==> src/rtl/pf_pkg.sv <==
package pf_pkg;

    localparam int PF_BLK_W = 26;
    localparam int PF_DEG_W = 4;

    typedef logic [PF_BLK_W-1:0] blk_t;
    typedef logic [PF_DEG_W-1:0] deg_t;

    typedef enum logic [1:0] {
        PF_MODE_MISS    = 2'b00,
        PF_MODE_TAG     = 2'b01,
        PF_MODE_ADAPT   = 2'b10,
        PF_MODE_TAG_ALT = 2'b11
    } pf_mode_e;

    typedef struct packed {
        blk_t base;
        deg_t k;
    } pf_trig_t;

    function automatic deg_t clamp_degree(input deg_t d, input deg_t kmax);
        if (d == '0)  return deg_t'(1);
        if (d > kmax) return kmax;
        return d;
    endfunction

    function automatic logic mode_is_tagged(input pf_mode_e m);
        return m != PF_MODE_MISS;
    endfunction

endpackage

==> src/rtl/pf_tag_array.sv <==
module pf_tag_array #(
    parameter int LINE_W = 6
) (
    input  logic              clk,
    input  logic              rst,
    input  logic              clr_valid,
    input  logic [LINE_W-1:0] clr_line,
    input  logic              fill_valid,
    input  logic [LINE_W-1:0] fill_line,
    input  logic              fill_pf,
    input  logic [LINE_W-1:0] rd_line,
    output logic              rd_bit
);
    localparam int LINES = 1 << LINE_W;

    logic [LINES-1:0] mark_q;

    always_ff @(posedge clk) begin
        if (rst) begin
            mark_q <= '0;
        end else begin
            for (int i = 0; i < LINES; i++) begin
                if (fill_valid && fill_line == LINE_W'(i))
                    mark_q[i] <= fill_pf;
                else if (clr_valid && clr_line == LINE_W'(i))
                    mark_q[i] <= 1'b0;
            end
        end
    end

    assign rd_bit = mark_q[rd_line];

endmodule

==> src/rtl/pf_req_queue.sv <==
module pf_req_queue
    import pf_pkg::*;
#(
    parameter int DEPTH = 4,
    parameter int CNT_W = $clog2(DEPTH + 1)
) (
    input  logic             clk,
    input  logic             rst,
    input  logic             push,
    input  pf_trig_t         push_data,
    input  logic             pop,
    output pf_trig_t         head,
    output logic             empty,
    output logic             full,
    output logic [CNT_W-1:0] count
);
    localparam int PTR_W = (DEPTH > 1) ? $clog2(DEPTH) : 1;

    pf_trig_t         slots_q [DEPTH];
    logic [PTR_W-1:0] wr_q, rd_q;
    logic [CNT_W-1:0] cnt_q;
    logic             do_push, do_pop;

    function automatic logic [PTR_W-1:0] bump(input logic [PTR_W-1:0] p);
        return (p == PTR_W'(DEPTH - 1)) ? '0 : p + 1'b1;
    endfunction

    assign empty   = (cnt_q == '0);
    assign full    = (cnt_q == CNT_W'(DEPTH));
    assign count   = cnt_q;
    assign do_push = push && !full;
    assign do_pop  = pop && !empty;
    assign head    = slots_q[rd_q];

    always_ff @(posedge clk) begin
        if (rst) begin
            wr_q  <= '0;
            rd_q  <= '0;
            cnt_q <= '0;
            for (int i = 0; i < DEPTH; i++) slots_q[i] <= '0;
        end else begin
            if (do_push) begin
                slots_q[wr_q] <= push_data;
                wr_q          <= bump(wr_q);
            end
            if (do_pop) rd_q <= bump(rd_q);
            if (do_push && !do_pop)      cnt_q <= cnt_q + 1'b1;
            else if (do_pop && !do_push) cnt_q <= cnt_q - 1'b1;
        end
    end

endmodule

==> src/rtl/pf_issue.sv <==
module pf_issue
    import pf_pkg::*;
(
    input  logic     clk,
    input  logic     rst,
    input  logic     head_valid,
    input  pf_trig_t head,
    input  logic     probe_hit,
    output logic     pop,
    output logic     probe_valid,
    output blk_t     probe_block,
    output logic     issue_evt,
    output logic     pf_valid,
    output blk_t     pf_block
);
    deg_t offset_q;
    logic last_cand;

    assign probe_valid = head_valid;
    assign probe_block = head.base + blk_t'(offset_q);
    assign last_cand   = (offset_q >= head.k);
    assign pop         = head_valid && last_cand;
    assign issue_evt   = head_valid && !probe_hit;

    always_ff @(posedge clk) begin
        if (rst) begin
            offset_q <= deg_t'(1);
            pf_valid <= 1'b0;
            pf_block <= '0;
        end else begin
            pf_valid <= issue_evt;
            pf_block <= probe_block;
            if (head_valid)
                offset_q <= last_cand ? deg_t'(1) : offset_q + 1'b1;
        end
    end

endmodule

==> src/rtl/pf_degree_ctl.sv <==
module pf_degree_ctl
    import pf_pkg::*;
#(
    parameter int WINDOW = 256,
    parameter int KMAX   = 8
) (
    input  logic clk,
    input  logic rst,
    input  logic issue_evt,
    input  logic useful_evt,
    output deg_t k_cur
);
    localparam int ISS_W = (WINDOW > 2) ? $clog2(WINDOW) : 1;
    localparam int USE_W = $clog2(WINDOW + 1);

    logic [ISS_W-1:0] iss_q;
    logic [USE_W-1:0] use_q, use_next;
    deg_t             k_q;
    logic             window_end, go_up, go_down;

    assign window_end = issue_evt && (iss_q == ISS_W'(WINDOW - 1));
    assign go_up      = (int'(use_q) * 2 >= WINDOW);
    assign go_down    = (int'(use_q) * 4 <  WINDOW);

    always_comb begin
        use_next = use_q;
        if (useful_evt && use_q != USE_W'(WINDOW)) use_next = use_q + 1'b1;
    end

    always_ff @(posedge clk) begin
        if (rst) begin
            k_q   <= deg_t'(1);
            iss_q <= '0;
            use_q <= '0;
        end else if (window_end) begin
            iss_q <= '0;
            use_q <= USE_W'(useful_evt);
            if (go_up) begin
                if (k_q < deg_t'(KMAX)) k_q <= k_q + 1'b1;
            end else if (go_down) begin
                if (k_q > deg_t'(1)) k_q <= k_q - 1'b1;
            end
        end else begin
            if (issue_evt) iss_q <= iss_q + 1'b1;
            use_q <= use_next;
        end
    end

    assign k_cur = k_q;

endmodule

==> src/rtl/pf_obl_prefetcher.sv <==
module pf_obl_prefetcher
    import pf_pkg::*;
#(
    parameter int LINE_W = 6,
    parameter int DEPTH  = 4,
    parameter int KMAX   = 8,
    parameter int WINDOW = 256
) (
    input  logic                clk,
    input  logic                rst,
    input  logic [1:0]          mode,
    input  logic [PF_DEG_W-1:0] cfg_degree,
    input  logic                acc_valid,
    input  logic [PF_BLK_W-1:0] acc_block,
    input  logic                acc_hit,
    input  logic [LINE_W-1:0]   acc_line,
    input  logic                fill_valid,
    input  logic [LINE_W-1:0]   fill_line,
    input  logic                fill_pf,
    output logic                probe_valid,
    output logic [PF_BLK_W-1:0] probe_block,
    input  logic                probe_hit,
    output logic                pf_valid,
    output logic [PF_BLK_W-1:0] pf_block
);
    localparam int CNT_W = $clog2(DEPTH + 1);

    pf_mode_e         mode_e;
    logic             mark_bit, useful_evt, trig_valid;
    deg_t             k_fix, k_adapt, k_eff;
    pf_trig_t         trig;
    pf_trig_t         q_head;
    logic             q_empty, q_full, q_pop, issue_evt;
    logic [CNT_W-1:0] q_count;

    assign mode_e = pf_mode_e'(mode);

    pf_tag_array #(.LINE_W(LINE_W)) u_marks (
        .clk        (clk),
        .rst        (rst),
        .clr_valid  (useful_evt),
        .clr_line   (acc_line),
        .fill_valid (fill_valid),
        .fill_line  (fill_line),
        .fill_pf    (fill_pf),
        .rd_line    (acc_line),
        .rd_bit     (mark_bit)
    );

    assign k_fix      = clamp_degree(cfg_degree, deg_t'(KMAX));
    assign k_eff      = (mode_e == PF_MODE_ADAPT) ? k_adapt : k_fix;
    assign useful_evt = acc_valid && acc_hit && mark_bit;
    assign trig_valid = acc_valid && (!acc_hit || (mode_is_tagged(mode_e) && mark_bit));
    assign trig       = '{base: acc_block, k: k_eff};

    pf_req_queue #(.DEPTH(DEPTH)) u_queue (
        .clk       (clk),
        .rst       (rst),
        .push      (trig_valid),
        .push_data (trig),
        .pop       (q_pop),
        .head      (q_head),
        .empty     (q_empty),
        .full      (q_full),
        .count     (q_count)
    );

    pf_issue u_issue (
        .clk         (clk),
        .rst         (rst),
        .head_valid  (!q_empty),
        .head        (q_head),
        .probe_hit   (probe_hit),
        .pop         (q_pop),
        .probe_valid (probe_valid),
        .probe_block (probe_block),
        .issue_evt   (issue_evt),
        .pf_valid    (pf_valid),
        .pf_block    (pf_block)
    );

    pf_degree_ctl #(.WINDOW(WINDOW), .KMAX(KMAX)) u_degree (
        .clk        (clk),
        .rst        (rst),
        .issue_evt  (issue_evt),
        .useful_evt (useful_evt),
        .k_cur      (k_adapt)
    );

endmodule

==> config.mk <==
export PLATFORM = sky130hd
export DESIGN_NAME = pf_obl_prefetcher
export DESIGN_NICKNAME = d
export VERILOG_FILES = /design/src/rtl/pf_pkg.sv /design/src/rtl/pf_tag_array.sv /design/src/rtl/pf_req_queue.sv /design/src/rtl/pf_issue.sv /design/src/rtl/pf_degree_ctl.sv /design/src/rtl/pf_obl_prefetcher.sv
export SDC_FILE = /design/constraint.sdc
export NUM_CORES = 1
export LEC_CHECK = 0
export BUFFER_PORTS_ARGS = -buffer_cell sky130_fd_sc_hd__buf_4
export CORE_MARGIN = 10
export CORE_UTILIZATION = 47
export DETAILED_ROUTE_END_ITERATION = 8
export GPL_TIMING_DRIVEN = 0
export PLACE_DENSITY = 0.67
export SYNTH_ARGS = -nofsm -noshare
export SYNTH_HDL_FRONTEND = slang
export SYNTH_SLANG_ARGS = --single-unit
==> constraint.sdc <==
create_clock -name clk -period 4.8 [get_ports clk]
set_input_delay 0.72 -clock clk [delete_from_list [all_inputs] [get_ports clk]]
set_output_delay 0.72 -clock clk [all_outputs]
set_load 0.01 [all_outputs]
# After elaboration in Yosys (flattened, before gate mapping)
# Memories as Yosys holds them, arrays and structs flattened. A register that Yosys moved wholly into a read port is not among the register bits.
# Cells that the tools add are included.
[word_totals]
rom_bits = 0
regBits = 123
n_memories = 1
wordCells = 607
output_inout_bits = 54
latch_bits = 0
ram_bits = 120
[classes]
multipliers = 0
n_eq_ne = 133
order_cmp = 7
shift = 0
bitwise_logic = 0
n_addsub = 10
muxes = 159
reduce_logical = 223
div = 0
[mem_list]
columns = ["name", "depth", "word_bits", "rd", "rd_ports_with_merged_regs", "write_ports", "line_no", "rtl"]
rows = [
  ["u_queue.slots_q", 4, 30, 1, 1, 4, "pf_req_queue.sv:19", "pf_trig_t slots_q [DEPTH];"],
]
[op_table]
columns = ["cell", "count"]
rows = [
  ["$eq 6x6->1 const B", 64],
  ["$eq 6x5->1 const B", 32],
  ["$logic_and 1x1->1", 140],
  ["$mux 1", 140],
  ["$reduce_bool 2->1", 69],
  ["$eq 6x4->1 const B", 16],
  ["$eq 6x3->1 const B", 8],
  ["$mux 4", 10],
  ["$mux 30", 1],
  ["$reduce_or 30->1", 1],
  ["$add 26x4->26", 1],
  ["$eq 6x2->1 const B", 4],
  ["$eq 6x1->1 const B", 2],
  ["$logic_not 6->1", 2],
  ["$lt 11x9->1 const B", 1],
  ["$ge 10x9->1 const B", 1],
  ["$mux 2", 5],
  ["$add 9x1->9 const B", 1],
  ["$ne 9x9->1 const B", 1],
  ["$add 4x1->4 const B", 2],
  ["$add 8x1->8 const B", 1],
  ["$eq 8x8->1 const B", 1],
  ["$lt 6x7->1 const B", 1],
  ["$bmux 1 s6", 1],
  ["other kinds (18)", 27],
]

# Depth between registers and ports, before layout
[depth]
ltp_word = 11
mapped_depth = 17

# Modules after synthesis
# From an unflattened synthesis, not the netlist that was laid out.
[hier_totals]
cells_unflattened = 1056
hier_area_um2 = 12090.3
[by_module_without_submodules]
columns = ["module", "area_per_inst_um2", "instances", "cells_per_inst"]
rows = [
  ["pf_req_queue", 5596.6, 1, 336],
  ["pf_tag_array", 3624.7, 1, 411],
  ["pf_issue", 1624.1, 1, 173],
  ["pf_degree_ctl", 1112.3, 1, 122],
  ["pf_obl_prefetcher", 132.6, 1, 14],
]

# Worst setup path before layout
# OpenSTA, ideal clock, no wires.
[synth_timing]
kind = "reg-to-reg"
from = "reg with a tool-made name"
to = "reg u_queue.cnt_q[2], in the netlist u_queue.count[2]"
t_required_ps = 4729
t_arrival_ps = 3757
synth_period_minus_slack_ps = 3827
path_stages_with_launch = 18
slack_ps = 973
n_path_buf = 3
setup_time_ps = 71
cell_sequence = "dfxtp_1 -> buf_6 -> buf_12 -> buf_2 -> mux4_2 -> ha_1 -> nand2b_1 -> a21o_1 -> a21o_1 -> a21oi_1 -> nor2_1 -> inv_1 -> ha_1 -> inv_1 -> fa_1 -> xor2_1 -> or3_1 -> a21oi_1"
[synth_lines]
columns = ["element", "line_no", "rtl"]
rows = [
  ["end signal: assignment", "pf_req_queue.sv:47", "if (do_push && !do_pop) cnt_q <= cnt_q + 1'b1;"],
  ["end signal: assignment", "pf_req_queue.sv:48", "else if (do_pop && !do_push) cnt_q <= cnt_q - 1'b1;"],
  ["end: declaration", "pf_req_queue.sv:21", "logic [CNT_W-1:0] cnt_q;"],
]

==> impl_results.md <==
* Outcome: finished clean
* Number of distinct standard cells referenced by the synthesized netlist at 57
* R2R setup slack at around 0.85 ns
* Delay of the slowest critical-path stage at approximately 0.55 ns
* CP max-delay cell: sky130_fd_sc_hd__mux4_2
* Total of endpoints with negative setup slack in the final report at 0
* Top flip-flop cell by instance count after synthesis: sky130_fd_sc_hd__dfxtp_1
* Vias in the first global route at slightly above 9k
* Critical path fanouts, max at 19
* Slew at the pin closest to its max-slew limit at around 1 ns
* Place WS at 0.185 ns
* Clock buffer count from CTS at 27
* Layout cells sized above 1 at 0.174
* Yosys Warn Count at 0
* Via total after detailed routing at roughly 9.0k
* Total wire length after detailed routing at 31.3 mm
* RSZ-0062 raised after global routing: false
* Slew headroom at 0.330
* Cells resized by post-CTS repair at 2
* Overall die height at around 180 um
* Launching element type of the critical path: flip-flop
* Crit path DAT at 3.83 ns
* Wire length of the first global-routing pass at 49.7 mm
* Final worst setup slack at 0.254 ns
* Worst Hold Slack at roughly 0.37 ns
* Most repeated library cell on the critical path: sky130_fd_sc_hd__a21o_1
* Number of fill cells at approximately 2.2k
* Ys async rst share at 0
* Number of detailed-routing iterations run before antenna repair at 5
* Routability-driven placement congestion ratio at about 0.94
* Mean instance size in the synthesized netlist at ~11 um^2
* Source-to-sink clock delay at the later pin of the worst-skew pair at ~0.54 ns
* Final Critical Period at 4.55 ns
* Area of the die at about 32000 um^2
* H-tree levels at 1
* Setup Skew at 0.00932 ns
* R2r worst-path depth at 16
* Effective utilization at floorplan at 0.474
* Gate count after technology mapping at between 1k and 1.5k
* Sequential cell area fraction in the yosys report at 0.514
* Antenna violations before repair at 0
* Post-layout util at 0.560
* Synth area leaders: sky130_fd_sc_hd__edfxtp_1 30%, sky130_fd_sc_hd__dfxtp_1 21%, sky130_fd_sc_hd__nor2b_1 5.4%
* Number of DRC markers in iteration 0 at about 840
* Post-synth net total at approximately 1.2k
* Top Ports at 105
* Number of setup buffers added after CTS at 0
* Root Buffer Master: sky130_fd_sc_hd__clkbuf_16
* Layout net count at 1307
* Mapped cell area at around 12000 um^2
* Type of the worst min-delay path: input pin to flip-flop
* Startpoint-to-endpoint class of the critical path: flip-flop to output port
* Reg2reg end: u_queue.count[2]$_SDFFE_PP0P_
* Total Routing Usage GR at 0.195
* Commonest cells after routing, fill and taps aside: 148 x sky130_fd_sc_hd__nor2_1, 125 x sky130_fd_sc_hd__dfxtp_1, 120 x sky130_fd_sc_hd__edfxtp_1
* Count of flip-flops with a built-in enable after synthesis at 120
* Final number of max-transition violations at 0
* Timing-limited maximum frequency at ~0.22 GHz
* Largest net degree at the start of global routing at 31
* Final clock period utilization by the worst path at 0.947
* Post-synthesis sequential element count at between 200 and 250
* Grt ovf at 0
* Synth top area share at 0.303
* PD cells at 450 nW/um^2
* CTS tree: done
* Bufs on Longest Clock Path at 3
* Worst-case vdd ir drop at approximately 0.28 mV
* Total number of placement rows at between 50 and 60
* Buffers on Ports at 102
* Die X-Extent at roughly 180 um
* Wirelength per Cell at approximately 20 um
* Number of clock sinks at 245
* Sequence of cells on the critical path: buf_6, buf_12, mux4_2, ha_1, a21o_1, a21o_1, a21oi_1, or3_1, buf_2, nor2_1, xor2_1, buf_4
* Core ar. at approximately 25000 um^2
* Post-route DRC at 0
* Leak at approximately 5.2 nW
* Setup TNS at 0 ns
* Commonest non-fill, non-tap cell in the layout: sky130_fd_sc_hd__nor2_1
* Total design power at 6.31 mW
* DR vias/cell at 5.64
* Worst EP required at around 4.1 ns
* Post-detail-place hpwl at 21.7 mm
* Final number of hold-violating endpoints at 0
* Number of maximum-capacitance violations at 0
* End of the critical path: probe_block[19]
* CTS Hold Bufs at 0
* Number of antenna diodes at 0
* Synthesis-to-layout area growth at 18.1%
* Residual antenna-violating net count after detailed routing at 0
* CTS clk-pin slew, worst paths at approximately 0.060 ns
* Library cell occupying the most area in the post-synthesis netlist: sky130_fd_sc_hd__edfxtp_1
* Type of destination of the critical path: output port
## state kept, by name (all words and copies together) (netlist names), named ones only
name / cells
u_degree.k_cur: 4
u_issue.offset_q: 4
u_issue.pf_valid: 1
u_queue.wr_q: 2
u_issue.pf_block: 26
u_marks.mark_q: 64
u_degree.iss_q: 8
u_queue.rd_q: 2
u_degree.use_q: 9
u_queue.slots_q: 120
u_queue.count: 3
## Yosys cell counts, types with 2 or more instances
cell type	instances
sky130_fd_sc_hd__a21o_1	5
sky130_fd_sc_hd__a21oi_1	21
sky130_fd_sc_hd__a22oi_1	10
sky130_fd_sc_hd__a41oi_2	2
sky130_fd_sc_hd__and2_1	5
sky130_fd_sc_hd__and3_1	4
sky130_fd_sc_hd__and4b_1	2
sky130_fd_sc_hd__buf_2	18
sky130_fd_sc_hd__buf_4	6
sky130_fd_sc_hd__clkbuf_1	36
sky130_fd_sc_hd__dfxtp_1	125
sky130_fd_sc_hd__edfxtp_1	120
sky130_fd_sc_hd__fa_1	2
sky130_fd_sc_hd__ha_1	18
sky130_fd_sc_hd__inv_1	24
sky130_fd_sc_hd__mux2i_1	37
sky130_fd_sc_hd__mux4_1	8
sky130_fd_sc_hd__mux4_2	22
sky130_fd_sc_hd__nand2_1	46
sky130_fd_sc_hd__nand2b_1	39
sky130_fd_sc_hd__nand3_1	34
sky130_fd_sc_hd__nand3b_1	5
sky130_fd_sc_hd__nand4_1	7
sky130_fd_sc_hd__nor2_1	148
sky130_fd_sc_hd__nor2_2	2
sky130_fd_sc_hd__nor2b_1	102
sky130_fd_sc_hd__nor3_1	15
sky130_fd_sc_hd__nor3b_1	2
sky130_fd_sc_hd__nor4_1	12
sky130_fd_sc_hd__o211ai_1	6
sky130_fd_sc_hd__o21ai_0	81
sky130_fd_sc_hd__o21bai_2	3
sky130_fd_sc_hd__o221ai_1	64
sky130_fd_sc_hd__or2_2	3
sky130_fd_sc_hd__or3_1	7
sky130_fd_sc_hd__or3b_1	4
sky130_fd_sc_hd__or4_1	4
sky130_fd_sc_hd__xnor2_1	14
sky130_fd_sc_hd__xor2_1	25
## how the worst min path moves through the flow
stage	slack [ns]	depth (start not counted)	to	from
finish	0.37	2	u_issue.pf_valid$_SDFF_PP0_	probe_hit
global route	0.37	2	u_issue.pf_valid$_SDFF_PP0_	probe_hit
CTS	0.36	2	u_issue.pf_valid$_SDFF_PP0_	probe_hit
detailed placement	0.49	2	u_degree.iss_q[7]$_SDFFE_PP0P_	u_degree.iss_q[7]$_SDFFE_PP0P_
global placement	0.47	2	u_degree.iss_q[7]$_SDFFE_PP0P_	u_degree.iss_q[7]$_SDFFE_PP0P_
floorplan	0.46	2	u_degree.iss_q[7]$_SDFFE_PP0P_	u_degree.iss_q[7]$_SDFFE_PP0P_
## critical path: cells and delay by family, from the launching register on
family,cells,cell delay (ns)
AOI/OAI and AO/OA,3,0.48
adders and majority gates,1,0.30
buffers and inverters,4,0.78
and+or+nand+nor,2,0.58
muxes,1,0.55
xor gates and xnor gates,1,0.19
DFF,1,0.41
## logic make-up after synthesis
logic type,after synthesis,synth area share
AO/OA/AOI/OAI,197,0.113
adder cells (fa/ha/maj),20,0.0223
flip-flops,245,0.514
XOR/XNOR,39,0.0288
AND/OR/NAND/NOR,450,0.198
multiplexers,67,0.0906
buffers and inverters,88,0.0336
## routing by layer
metal / share of wire / vias up / track usage
met4: 0.016 / 0 / 0.0458
li1: - / 4304 / -
met5: 0 / - / 0
met3: 0.070 / 44 / 0.0329
met1: 0.44 / 4303 / 0.263
met2: 0.48 / 303 / 0.320
## power by group
| part | switching [mW] | total [mW] | internal [mW] |
|---|---|---|---|
| sequential | 0.0897 | 2.49 | 2.40 |
| clock | 0.854 | 2.21 | 1.36 |
| combinational | 0.877 | 1.61 | 0.733 |
## metrics by stage
step                instances  instance area (um^2)
finish                   1587                 14000
global route             1587                 14000
CTS                      1587                 14000
detailed placement       1538                 13100
global placement         1538                 13100
floorplan                1106                 11900
## cell type report
cell class,count,area (um^2),area share
clock buffer,37,783,0.0558
buffer,62,305,0.0218
sequential,245,6110,0.435
multi-input combinational,773,5380,0.383
timing repair buffer,102,766,0.0546
tap,330,413,0.0294
clock inverter,13,184,0.0131
inverter,25,93.8,0.00669
Power figures use the tool's default switching activity.
